==> config.mk <==
export PLATFORM = sky130hd
export DESIGN_NAME = hotplug_seq
export DESIGN_NICKNAME = d
export VERILOG_FILES = /design/src/rtl/hps_pkg.sv /design/src/rtl/hps_cfg_regs.sv /design/src/rtl/hps_timer.sv /design/src/rtl/hps_src_state.sv /design/src/rtl/hotplug_seq.sv
export SDC_FILE = /design/constraint.sdc
export NUM_CORES = 1
export LEC_CHECK = 0
export ABC_AREA = 1
export BUFFER_PORTS_ARGS = -buffer_cell sky130_fd_sc_hd__buf_4
export CAP_MARGIN = 20
export CORE_MARGIN = 8
export CORE_UTILIZATION = 60
export CTS_CLUSTER_DIAMETER = 50
export DETAILED_ROUTE_END_ITERATION = 8
export PLACE_DENSITY = 0.75
export SYNTH_ARGS = -nofsm -noshare
export SYNTH_HDL_FRONTEND = slang
export SYNTH_SLANG_ARGS = --single-unit
==> constraint.sdc <==
create_clock -name clk -period 8.8 [get_ports clk]
set_clock_uncertainty 0.05 [all_clocks]
set_input_delay 0.44 -clock clk [delete_from_list [all_inputs] [get_ports clk]]
set_output_delay 0.44 -clock clk [all_outputs]
set_load 0.01 [all_outputs]
==> src/rtl/hps_pkg.sv <==
package hps_pkg;
  localparam int ADDR_W_DEF = 8;
  localparam int DLY_W_DEF  = 16;
  localparam logic [7:0] WIDTH_ADDR = 8'h20;
  localparam logic [7:0] ASG_BASE   = 8'h40;

  // power-on delay of source s, in ticks
  function automatic int dflt_delay(int s);
    return 25 * (s - 1);
  endfunction

  // power-on source number of signal i
  function automatic int dflt_src(int i, int nlane);
    if (i < nlane) return 2;
    return (((i - nlane) % 2) == 0) ? 1 : 3;
  endfunction

  // number of lanes allowed by a width code
  function automatic int lane_limit(logic [1:0] code, int nlane);
    int lim;
    lim = (code == 2'd0) ? 4 : (code == 2'd1) ? 8 : 16;
    return (lim < nlane) ? lim : nlane;
  endfunction

  // tick count at which a source of delay d drops during removal
  function automatic logic [31:0] drop_point(logic [31:0] maxd, logic [31:0] d);
    return maxd - d;
  endfunction
endpackage

==> src/rtl/hps_cfg_regs.sv <==
module hps_cfg_regs #(
  parameter int NUM_SIG  = 20,
  parameter int NUM_LANE = 16,
  parameter int NUM_SRC  = 4,
  parameter int DLY_W    = 16,
  parameter int ADDR_W   = 8,
  parameter int SRC_W    = 3
) (
  input  logic              clk,
  input  logic              rst_n,
  input  logic              wr_en,
  input  logic [ADDR_W-1:0] wr_addr,
  input  logic [DLY_W-1:0]  wr_data,
  input  logic              cmd_default,
  output logic [DLY_W-1:0]  dly_live [1:NUM_SRC],
  output logic [SRC_W-1:0]  asg_live [NUM_SIG],
  output logic [1:0]        wid_live
);
  import hps_pkg::*;

  for (genvar s = 1; s <= NUM_SRC; s++) begin : g_dly
    localparam logic [DLY_W-1:0] INIT = DLY_W'(dflt_delay(s));
    logic hit;
    assign hit = wr_en && (wr_addr == ADDR_W'(s - 1));
    always_ff @(posedge clk) begin
      if (!rst_n || cmd_default) dly_live[s] <= INIT;
      else if (hit)              dly_live[s] <= wr_data;
    end
  end

  for (genvar i = 0; i < NUM_SIG; i++) begin : g_asg
    localparam logic [SRC_W-1:0] INIT = SRC_W'(dflt_src(i, NUM_LANE));
    logic hit;
    assign hit = wr_en && (wr_addr == ADDR_W'(ASG_BASE) + ADDR_W'(i));
    always_ff @(posedge clk) begin
      if (!rst_n || cmd_default) asg_live[i] <= INIT;
      else if (hit)              asg_live[i] <= wr_data[SRC_W-1:0];
    end
  end

  always_ff @(posedge clk) begin
    if (!rst_n || cmd_default)                       wid_live <= 2'd2;
    else if (wr_en && wr_addr == ADDR_W'(WIDTH_ADDR)) wid_live <= wr_data[1:0];
  end
endmodule

==> src/rtl/hps_timer.sv <==
module hps_timer #(
  parameter int NUM_SIG = 20,
  parameter int NUM_SRC = 4,
  parameter int DLY_W   = 16,
  parameter int SRC_W   = 3
) (
  input  logic             clk,
  input  logic             rst_n,
  input  logic             cmd_up,
  input  logic             cmd_down,
  input  logic             tick_ms,
  input  logic [DLY_W-1:0] dly_live [1:NUM_SRC],
  input  logic [SRC_W-1:0] asg_live [NUM_SIG],
  input  logic [1:0]       wid_live,
  output logic [DLY_W-1:0] dly_sh [1:NUM_SRC],
  output logic [SRC_W-1:0] asg_sh [NUM_SIG],
  output logic [1:0]       wid_sh,
  output logic [DLY_W-1:0] cnt,
  output logic [DLY_W-1:0] maxd,
  output logic             busy,
  output logic             dir_up,
  output logic             cmd_accept,
  output logic             seq_done
);
  import hps_pkg::*;

  assign cmd_accept = (cmd_up || cmd_down) && !busy;
  assign seq_done   = busy && (cnt >= maxd);

  always_comb begin
    maxd = '0;
    for (int s = 1; s <= NUM_SRC; s++)
      if (dly_sh[s] > maxd) maxd = dly_sh[s];
  end

  always_ff @(posedge clk) begin
    if (!rst_n) begin
      busy   <= 1'b0;
      dir_up <= 1'b0;
      cnt    <= '0;
    end else if (cmd_accept) begin
      busy   <= 1'b1;
      dir_up <= cmd_up;
      cnt    <= '0;
    end else if (seq_done) begin
      busy   <= 1'b0;
    end else if (busy && tick_ms) begin
      cnt    <= cnt + 1'b1;
    end
  end

  for (genvar s = 1; s <= NUM_SRC; s++) begin : g_shd
    always_ff @(posedge clk) begin
      if (!rst_n)          dly_sh[s] <= DLY_W'(dflt_delay(s));
      else if (cmd_accept) dly_sh[s] <= dly_live[s];
    end
  end

  for (genvar i = 0; i < NUM_SIG; i++) begin : g_sha
    always_ff @(posedge clk) begin
      if (!rst_n)          asg_sh[i] <= '0;
      else if (cmd_accept) asg_sh[i] <= asg_live[i];
    end
  end

  always_ff @(posedge clk) begin
    if (!rst_n)          wid_sh <= 2'd2;
    else if (cmd_accept) wid_sh <= wid_live;
  end
endmodule

==> src/rtl/hps_src_state.sv <==
module hps_src_state #(
  parameter int NUM_SRC = 4,
  parameter int DLY_W   = 16
) (
  input  logic             clk,
  input  logic             rst_n,
  input  logic             busy,
  input  logic             dir_up,
  input  logic [DLY_W-1:0] cnt,
  input  logic [DLY_W-1:0] maxd,
  input  logic [DLY_W-1:0] dly_sh [1:NUM_SRC],
  output logic [NUM_SRC:0] src_on
);
  import hps_pkg::*;

  assign src_on[0] = 1'b0;

  for (genvar s = 1; s <= NUM_SRC; s++) begin : g_src
    logic up_hit, dn_hit, on_q;
    logic [DLY_W-1:0] dpt;
    assign dpt    = DLY_W'(drop_point(32'(maxd), 32'(dly_sh[s])));
    assign up_hit = busy && dir_up && (cnt >= dly_sh[s]);
    assign dn_hit = busy && !dir_up && (cnt >= dpt);
    always_ff @(posedge clk) begin
      if (!rst_n)      on_q <= 1'b0;
      else if (up_hit) on_q <= 1'b1;
      else if (dn_hit) on_q <= 1'b0;
    end
    assign src_on[s] = on_q;
  end
endmodule

==> src/rtl/hotplug_seq.sv <==
module hotplug_seq #(
  parameter int NUM_SIG  = 20,
  parameter int NUM_LANE = 16,
  parameter int NUM_SRC  = 4,
  parameter int DLY_W    = hps_pkg::DLY_W_DEF,
  parameter int ADDR_W   = hps_pkg::ADDR_W_DEF
) (
  input  logic               clk,
  input  logic               rst_n,
  input  logic               wr_en,
  input  logic [ADDR_W-1:0]  wr_addr,
  input  logic [DLY_W-1:0]   wr_data,
  input  logic               cmd_up,
  input  logic               cmd_down,
  input  logic               cmd_default,
  input  logic               tick_ms,
  output logic [NUM_SIG-1:0] conn_en,
  output logic               busy
);
  import hps_pkg::*;

  localparam int SRC_W   = $clog2(NUM_SRC + 1);
  localparam int SRC_PAD = 2 ** SRC_W;

  logic [DLY_W-1:0] dly_live [1:NUM_SRC];
  logic [SRC_W-1:0] asg_live [NUM_SIG];
  logic [1:0]       wid_live;
  logic [DLY_W-1:0] dly_sh   [1:NUM_SRC];
  logic [SRC_W-1:0] asg_sh   [NUM_SIG];
  logic [1:0]       wid_sh;
  logic [DLY_W-1:0] cnt, maxd;
  logic             dir_up, cmd_accept, seq_done;
  logic [NUM_SRC:0] src_on;
  logic [SRC_PAD-1:0] on_pad;

  hps_cfg_regs #(.NUM_SIG(NUM_SIG), .NUM_LANE(NUM_LANE), .NUM_SRC(NUM_SRC),
                 .DLY_W(DLY_W), .ADDR_W(ADDR_W), .SRC_W(SRC_W)) u_cfg (
    .clk(clk), .rst_n(rst_n), .wr_en(wr_en), .wr_addr(wr_addr), .wr_data(wr_data),
    .cmd_default(cmd_default), .dly_live(dly_live), .asg_live(asg_live),
    .wid_live(wid_live));

  hps_timer #(.NUM_SIG(NUM_SIG), .NUM_SRC(NUM_SRC), .DLY_W(DLY_W),
              .SRC_W(SRC_W)) u_tmr (
    .clk(clk), .rst_n(rst_n), .cmd_up(cmd_up), .cmd_down(cmd_down),
    .tick_ms(tick_ms), .dly_live(dly_live), .asg_live(asg_live),
    .wid_live(wid_live), .dly_sh(dly_sh), .asg_sh(asg_sh), .wid_sh(wid_sh),
    .cnt(cnt), .maxd(maxd), .busy(busy), .dir_up(dir_up),
    .cmd_accept(cmd_accept), .seq_done(seq_done));

  hps_src_state #(.NUM_SRC(NUM_SRC), .DLY_W(DLY_W)) u_src (
    .clk(clk), .rst_n(rst_n), .busy(busy), .dir_up(dir_up), .cnt(cnt),
    .maxd(maxd), .dly_sh(dly_sh), .src_on(src_on));

  // source numbers above NUM_SRC land on zero padding, like source 0
  assign on_pad = SRC_PAD'(src_on);

  for (genvar i = 0; i < NUM_SIG; i++) begin : g_out
    logic lane_ok;
    if (i < NUM_LANE) begin : g_lane
      assign lane_ok = (i < lane_limit(wid_sh, NUM_LANE));
    end else begin : g_side
      assign lane_ok = 1'b1;
    end
    assign conn_en[i] = on_pad[asg_sh[i]] && lane_ok;
  end
endmodule

---- After elaboration in Yosys (flattened, before gate mapping) ----
Index checks and enable logic that the tools add are counted.
operators by class
  reduce and logical (&&, ||, !) cells .... 68
  $add $sub $neg .......................... 5
  multiplexer cells ....................... 57
  bitwise logic cells ..................... 2
  order comparisons ....................... 50
  eq/ne operators ......................... 25
operators with widths
  kind                                                                               count
  5-bit by 32-bit less-than comparator with 1-bit output (first input constant)      7
  8-bit by 7-bit equality test with 1-bit output (second input constant)             20
  16-bit >= comparator                                                               9
  4-bit by 32-bit less-than comparator with 1-bit output (first input constant)      4
  3-bit by 4-bit less-than comparator with 1-bit output (second input constant)      20
  3-bit by 32-bit less-than comparator with 1-bit output (first input constant)      2
  16-bit 2-to-1 mux                                                                  4
  16-bit subtractor                                                                  4
  1-bit binary-select mux with 3-bit select                                          20
  1-bit logical AND                                                                  54
  16-bit greater-than comparator                                                     3
  1-bit by 32-bit less-than comparator with 1-bit output (first input constant)      1
  2-bit by 32-bit less-than comparator with 1-bit output (first input constant)      1
  1-bit 2-to-1 mux                                                                   30
  16-bit by 1-bit adder with 16-bit output (second input constant)                   1
  8-bit by 2-bit equality test with 1-bit output (second input constant)             2
  16-bit by 1-bit greater-than comparator with 1-bit output (second input constant)  1
  5-bit 2-to-1 mux                                                                   3
  2-bit nonzero test                                                                 5
  8-bit by 1-bit equality test with 1-bit output (second input constant)             1
  8-bit by 6-bit equality test with 1-bit output (second input constant)             1
  8-bit zero test                                                                    1
  4-bit by 5-bit less-than comparator with 1-bit output (first input constant)       1
  5-bit less-than comparator (second input constant)                                 1
  7 further kinds                                                                    11
word-level totals
  input bits .............................. 31
  output and inout bits ................... 21
  bits in registers ....................... 274

---- Depth between registers and ports, before layout ----
  depth in word-level cells ............... 13
  mapped depth ............................ 62
  depth with buffers taken out ............ 59

---- Modules after synthesis ----
A second synthesis with hierarchy kept.
second synthesis, totals
  cell total of the unflattened synthesis .. 3051
  area, all modules ....................... 20139.3 µm²
modules (own cells, without submodules)
  module         area each (µm²)  seq. area each (µm²)  instances  cells each
  hps_timer      7442.1           2882.8                1          1069
  hps_src_state  6212.2           80.1                  1          960
  hps_cfg_regs   5347.6           2522.4                1          770
  hotplug_seq    1137.3           0.0                   1          252

---- Least setup slack after synthesis ----
OpenSTA, ideal clock, no wires.
  path type ............................... reg2reg
  from .................................... register u_tmr.dly_sh[63] (netlist name)
  to ...................................... register u_src.g_src[3].on_q
  cell stages (with the launch flop) ...... 53
  path slack .............................. 2144 ps
  setup time .............................. 121 ps
  required time ........................... 8629 ps
  data arrival time ....................... 6485 ps
  cells stage by stage .................... dfxtp_1 -> inv_1 -> ha_1 -> nand2_2 -> nor3_2 -> nand2_1 -> nand2_2 -> nand2_4 -> buf_6 -> nand2_1 -> o21ai_2 -> ha_1 -> nand2_1 -> inv_1 -> o21ai_0 -> a21oi_1 -> nor2_1 -> nand2_1 -> (+17 left out) -> o21ai_2 -> a21oi_1 -> o21ai_0 -> nand2_1 -> nand2_1 -> nand3_1 -> nand2_1 -> xor2_1 -> ha_1 -> nand2_1 -> inv_1 -> nand3_1 -> nor3_1 -> nand3_1 -> nand3_1 -> nand2_1 -> nand2_1 -> a21oi_1
on the way
  word-level cells in the longest chain between the ends .. 12
RTL lines
  element                                                    line                 text
  start: declaration                                         hps_timer.sv:15      output logic [DLY_W-1:0] dly_sh [1:NUM_SRC],
  start signal: indexed assignment                           hps_timer.sv:54      if (!rst_n) dly_sh[s] <= DLY_W'(dflt_delay(s));
  start signal: indexed assignment                           hps_timer.sv:55      else if (cmd_accept) dly_sh[s] <= dly_live[s];
  16-bit by 1-bit greater-than comparator with 1-bit output  hps_timer.sv:33      if (dly_sh[s] > maxd) maxd = dly_sh[s];
  16-bit 2-to-1 mux (*)                                      hps_timer.sv:33
  16-bit greater-than comparator                             hps_timer.sv:33
  16-bit 2-to-1 mux (*)                                      hps_timer.sv:33
  16-bit greater-than comparator                             hps_timer.sv:33
  16-bit 2-to-1 mux (*)                                      hps_timer.sv:33
  16-bit greater-than comparator                             hps_timer.sv:33
  16-bit 2-to-1 mux (*)                                      hps_timer.sv:33
  16-bit subtractor (*)                                      hps_pkg.sv:27        return maxd - d;
  16-bit >= comparator (*)                                   hps_src_state.sv:23  assign dn_hit = busy && !dir_up && (cnt >= dpt);
  1-bit logical AND (*)                                      hps_src_state.sv:23
  2-bit nonzero test (no line) (*)                           n/a
  end signal: assignment                                     hps_src_state.sv:25  if (!rst_n) on_q <= 1'b0;
  end signal: assignment                                     hps_src_state.sv:26  else if (up_hit) on_q <= 1'b1;
  end signal: assignment                                     hps_src_state.sv:27  else if (dn_hit) on_q <= 1'b0;
  end: declaration                                           hps_src_state.sv:19  logic up_hit, dn_hit, on_q;
Mark *: on every way between the ends. The rest lies on a longest branch, timed or not.
A chain may end at the register's enable or synchronous reset.

---- Final worst setup path ----
  from .................................... register u_tmr.dly_sh[63] (netlist name)
  to ...................................... register u_src.g_src[1].on_q
on the way
  word-level cells in the longest chain between the ends .. 12
  elaborated cells between the ends (all ways) .. 15
  classes of those cells .................. add/sub (1); order compare (6); mux (5); reduce/logical (3)
RTL lines
  element                                                    line
  16-bit by 1-bit greater-than comparator with 1-bit output  hps_timer.sv:33
  16-bit 2-to-1 mux                                          hps_timer.sv:33
  16-bit greater-than comparator                             hps_timer.sv:33
  16-bit 2-to-1 mux                                          hps_timer.sv:33
  16-bit greater-than comparator                             hps_timer.sv:33
  16-bit 2-to-1 mux                                          hps_timer.sv:33
  16-bit greater-than comparator                             hps_timer.sv:33
  16-bit 2-to-1 mux                                          hps_timer.sv:33
  16-bit subtractor                                          hps_pkg.sv:27
  16-bit >= comparator                                       hps_src_state.sv:23
  1-bit logical AND                                          hps_src_state.sv:23
  2-bit nonzero test (no line)                               n/a
  end signal: assignment                                     hps_src_state.sv:25
  end signal: assignment                                     hps_src_state.sv:26
  end signal: assignment                                     hps_src_state.sv:27
  end: declaration                                           hps_src_state.sv:19
Several ways; a longest one is shown, not always the timed one.

==> flow_metrics.tcl <==
set metrics [dict create \
    nets 2784 \
    switchingPower_mw 3.10 \
    routed_wl_um 54200 \
    first_global_vias 16000 \
    antenna_left 0 \
    synthFlopType "dfxtp_1" \
    drive_gt1_frac 0.0797 \
    final_core_util 0.674 \
    synth_most_common_cell "nand2_1" \
    die_y_um 190 \
    finalCritPeriodShare 0.923 \
    initial_core_util 0.610 \
    vias_per_cell 5.90 \
    yosys.area_share.simple 0.165 \
    synthCells 2481 \
    row_count 63 \
    yosys.area.top_type_share 0.302 \
    tns_ns 0 \
    reg2reg_slack_ns 0.68 \
    pwr_density_cell_mw_per_mm2 336 \
    gp_congestion 0.949 \
    path_clk_slew_ns 0.06 \
    slew_headroom 0.305 \
    rsz0062_at_grt "false" \
    drc 0 \
    min_period_ns 8.12 \
    setup-violations-final 0 \
    synth-compound-area-share 0.246 \
    start_kind "register" \
    final_area_mm2 0.0200 \
    avgSynthCellArea_um2 7.31 \
    synth_common_cells "367 x nand2_1, 353 x a21oi_1, 285 x o21ai_0, 274 x dfxtp_1, 267 x inv_1" \
    final_max_slew_viol_count 0 \
    hold_violations 0 \
    fmax_mhz 123 \
    cts_inserted_buffers 36 \
    slowest_stage "dfxtp_1" \
    htree_levels 2 \
    pre_cts_slack_ns 0.142 \
    first_pass_iters 5 \
    yosys_warnings 0 \
    seqPwrFrac 0.198 \
    clkSinkCount 274 \
    grt_use_total 0.293 \
    drt_iter0_drc 1446 \
    ys_types 40 \
    maxCapViolCount 0 \
    synth_fp_nets 2769 \
    ys_ff_latch 274 \
    vias 17200 \
    synthAdderAreaFrac 0.179 \
    critPathMaxStageDelay_ns 0.41 \
    fp.dieW_um 190 \
    place_area_mm2 0.0188 \
    core_area_mm2 0.0297 \
    synth-async-reset-ratio 0 \
    status "finished clean" \
    postCtsSetupRepairBufs 0 \
    grt_max_degree 185 \
    fin_ws_ns 0.676 \
    rr_worst_depth 44 \
    syn2layout_area_growth_pct 10.5 \
    place.detailed.hpwl_um 40400 \
    num-fill-cells 2639 \
    synth_top_family_by_area "compound AO/OA/AOI/OAI gates" \
    synthTopCellsByArea "dfxtp_1 30%, ha_1 17%, a21oi_1 9.7%" \
    overflow 0 \
    ys_seq_area_frac 0.302 \
    grt_pass1_wl_um 84800 \
    vdd_drop_max_mv 0.168 \
    syn_area_mm2 0.0181 \
    clock_power_share 0.214 \
    path_max_fanout 32 \
    clk_latency_ns 0.53 \
    cts_tree "yes" \
    timing_worst_setup_path_type "register to register" \
    tightest_slew_ns 1.04 \
    p_leak_nw 9.20 \
    synth_mux_area_frac 0 \
    antenna_cells 0 \
    cp.required_ns 9.11 \
    cpMostUsedCell "nand2_1" \
    antenna_found_initial 0 \
    swShare 0.460 \
    synth-xor-area-share 0.0299 \
    avgRoutedWirePerCell_um 18.6 \
    cts_hold_buf 0 \
    yosysTopAreaCell "dfxtp_1" \
    io_pins 52 \
    hold_class "primary input to register" \
    dieArea_mm2 0.0360 \
    endpoint_kind "register" \
    power.total_mw 6.74 \
    p_comb_frac 0.588 \
    crit_arrival_ns 8.43 \
    cts_root_buf "clkbuf_16" \
    holdPathStages 3 \
    synth_edf_count 0 \
    p_int_mw 3.64 \
    portBuffers 51 \
    clock_path_buffers 3 \
]
[metrics by stage]
step	instances	hold slack, ns
after floorplan	2481	0.370
after global placement	2847	0.381
after detailed placement	2847	0.382
after CTS	2911	0.0923
after global routing	2912	0.116
final	2912	0.106
[cell families after synthesis]
family,count (synthesis)
and+or+nand+nor,722
adders and majority gates,257
buffers and inverters,366
AOI/OAI and AO/OA,800
DFF,274
xor gates and xnor gates,62
[flip-flops by register name, summed over array words and instances (netlist names)]
register and cells:
u_tmr.dly_sh 64, u_cfg.dly_live 64, u_src.g_src.on_q 4, u_tmr.asg_sh 60, u_tmr.busy 1, u_tmr.dir_up 1
u_cfg.wid_live 2, u_cfg.asg_live 60, u_tmr.cnt 16, u_tmr.wid_sh 2
[routing by layer]
metal	routed length [um]	up-vias	share of wire	global-route usage
met5	0	-	0	0
met4	1210	0	0.022	0.0728
met3	3970	85	0.073	0.0432
met2	23600	546	0.44	0.455
met1	25400	8022	0.47	0.420
li1	-	8530	-	-
[power groups by stage]
| stage | Clock (mW) | Sequential (mW) | Combinational (mW) |
|---|---|---|---|
| floorplan | 0 | 1.35 | 3.00 |
| global placement | 0 | 1.36 | 3.76 |
| detailed placement | 0 | 1.36 | 3.86 |
| CTS | 1.45 | 1.33 | 3.89 |
| global route | 1.51 | 1.34 | 4.48 |
| finish | 1.44 | 1.34 | 3.96 |
[worst max-delay path: cells and delay by family (launching register included)]
kind / cells / cell delay (ns)
compound gates: 10 / 2.14
fa+ha+maj: 5 / 1.60
buf+inv: 7 / 0.83
flops: 1 / 0.41
simple gates: 22 / 2.89
[cell usage in the layout, fill, tap and decap left out, types with 4 or more instances in the layout]
| cell | instances |
|---|---|
| nand2_1 | 366 |
| a21oi_1 | 353 |
| o21ai_0 | 284 |
| dfxtp_1 | 274 |
| inv_1 | 267 |
| ha_1 | 253 |
| nor2_1 | 199 |
| nand3_1 | 89 |
| buf_4 | 63 |
| o21ai_2 | 47 |
| xor2_1 | 42 |
| o211ai_1 | 42 |
| clkbuf_16 | 37 |
| nor3_1 | 30 |
| xnor2_1 | 20 |
| a31oi_1 | 13 |
| nand4_1 | 12 |
| a221oi_1 | 11 |
| a21o_1 | 10 |
| nand2_2 | 8 |
| a211oi_1 | 8 |
| clkbuf_1 | 8 |
| o21bai_1 | 6 |
| o21ai_1 | 6 |
| inv_2 | 6 |
| clkbuf_8 | 6 |
| o22ai_1 | 5 |
| clkinv_1 | 4 |
| nor4_1 | 4 |
| fa_1 | 4 |
[path summary, 6_finish.rpt]
| path | start | endpoint |
|---|---|---|
| setup reg to reg | u_tmr.dly_sh[63]$_SDFFE_PN0P_ | u_src.g_src[1].on_q$_SDFFE_PN0P_ |
| hold / removal | wr_data[6] | u_cfg.dly_live[6]$_SDFFE_PP1P_ |
| hold reg to reg | u_cfg.asg_live[29]$_SDFFE_PP0P_ | u_tmr.asg_sh[29]$_SDFFE_PN0P_ |
| setup / recovery | u_tmr.dly_sh[63]$_SDFFE_PN0P_ | u_src.g_src[1].on_q$_SDFFE_PN0P_ |
[layout make-up]
class | count | area [um2] | area share
timing repair buffer | 65 | 520 | 0.0260
multi-input combinational | 1841 | 11300 | 0.564
sequential | 274 | 5490 | 0.274
tap | 390 | 488 | 0.0244
clock buffer | 51 | 1040 | 0.0518
inverter | 278 | 1050 | 0.0523
clock inverter | 13 | 156 | 0.00781
[timing repair]
item,CTS,global route
endpoints found under the hold margin,0,0
setup endpoints to repair,0,4
resized for setup,0,11
Note: power is estimated with default switching activity, not from simulation.
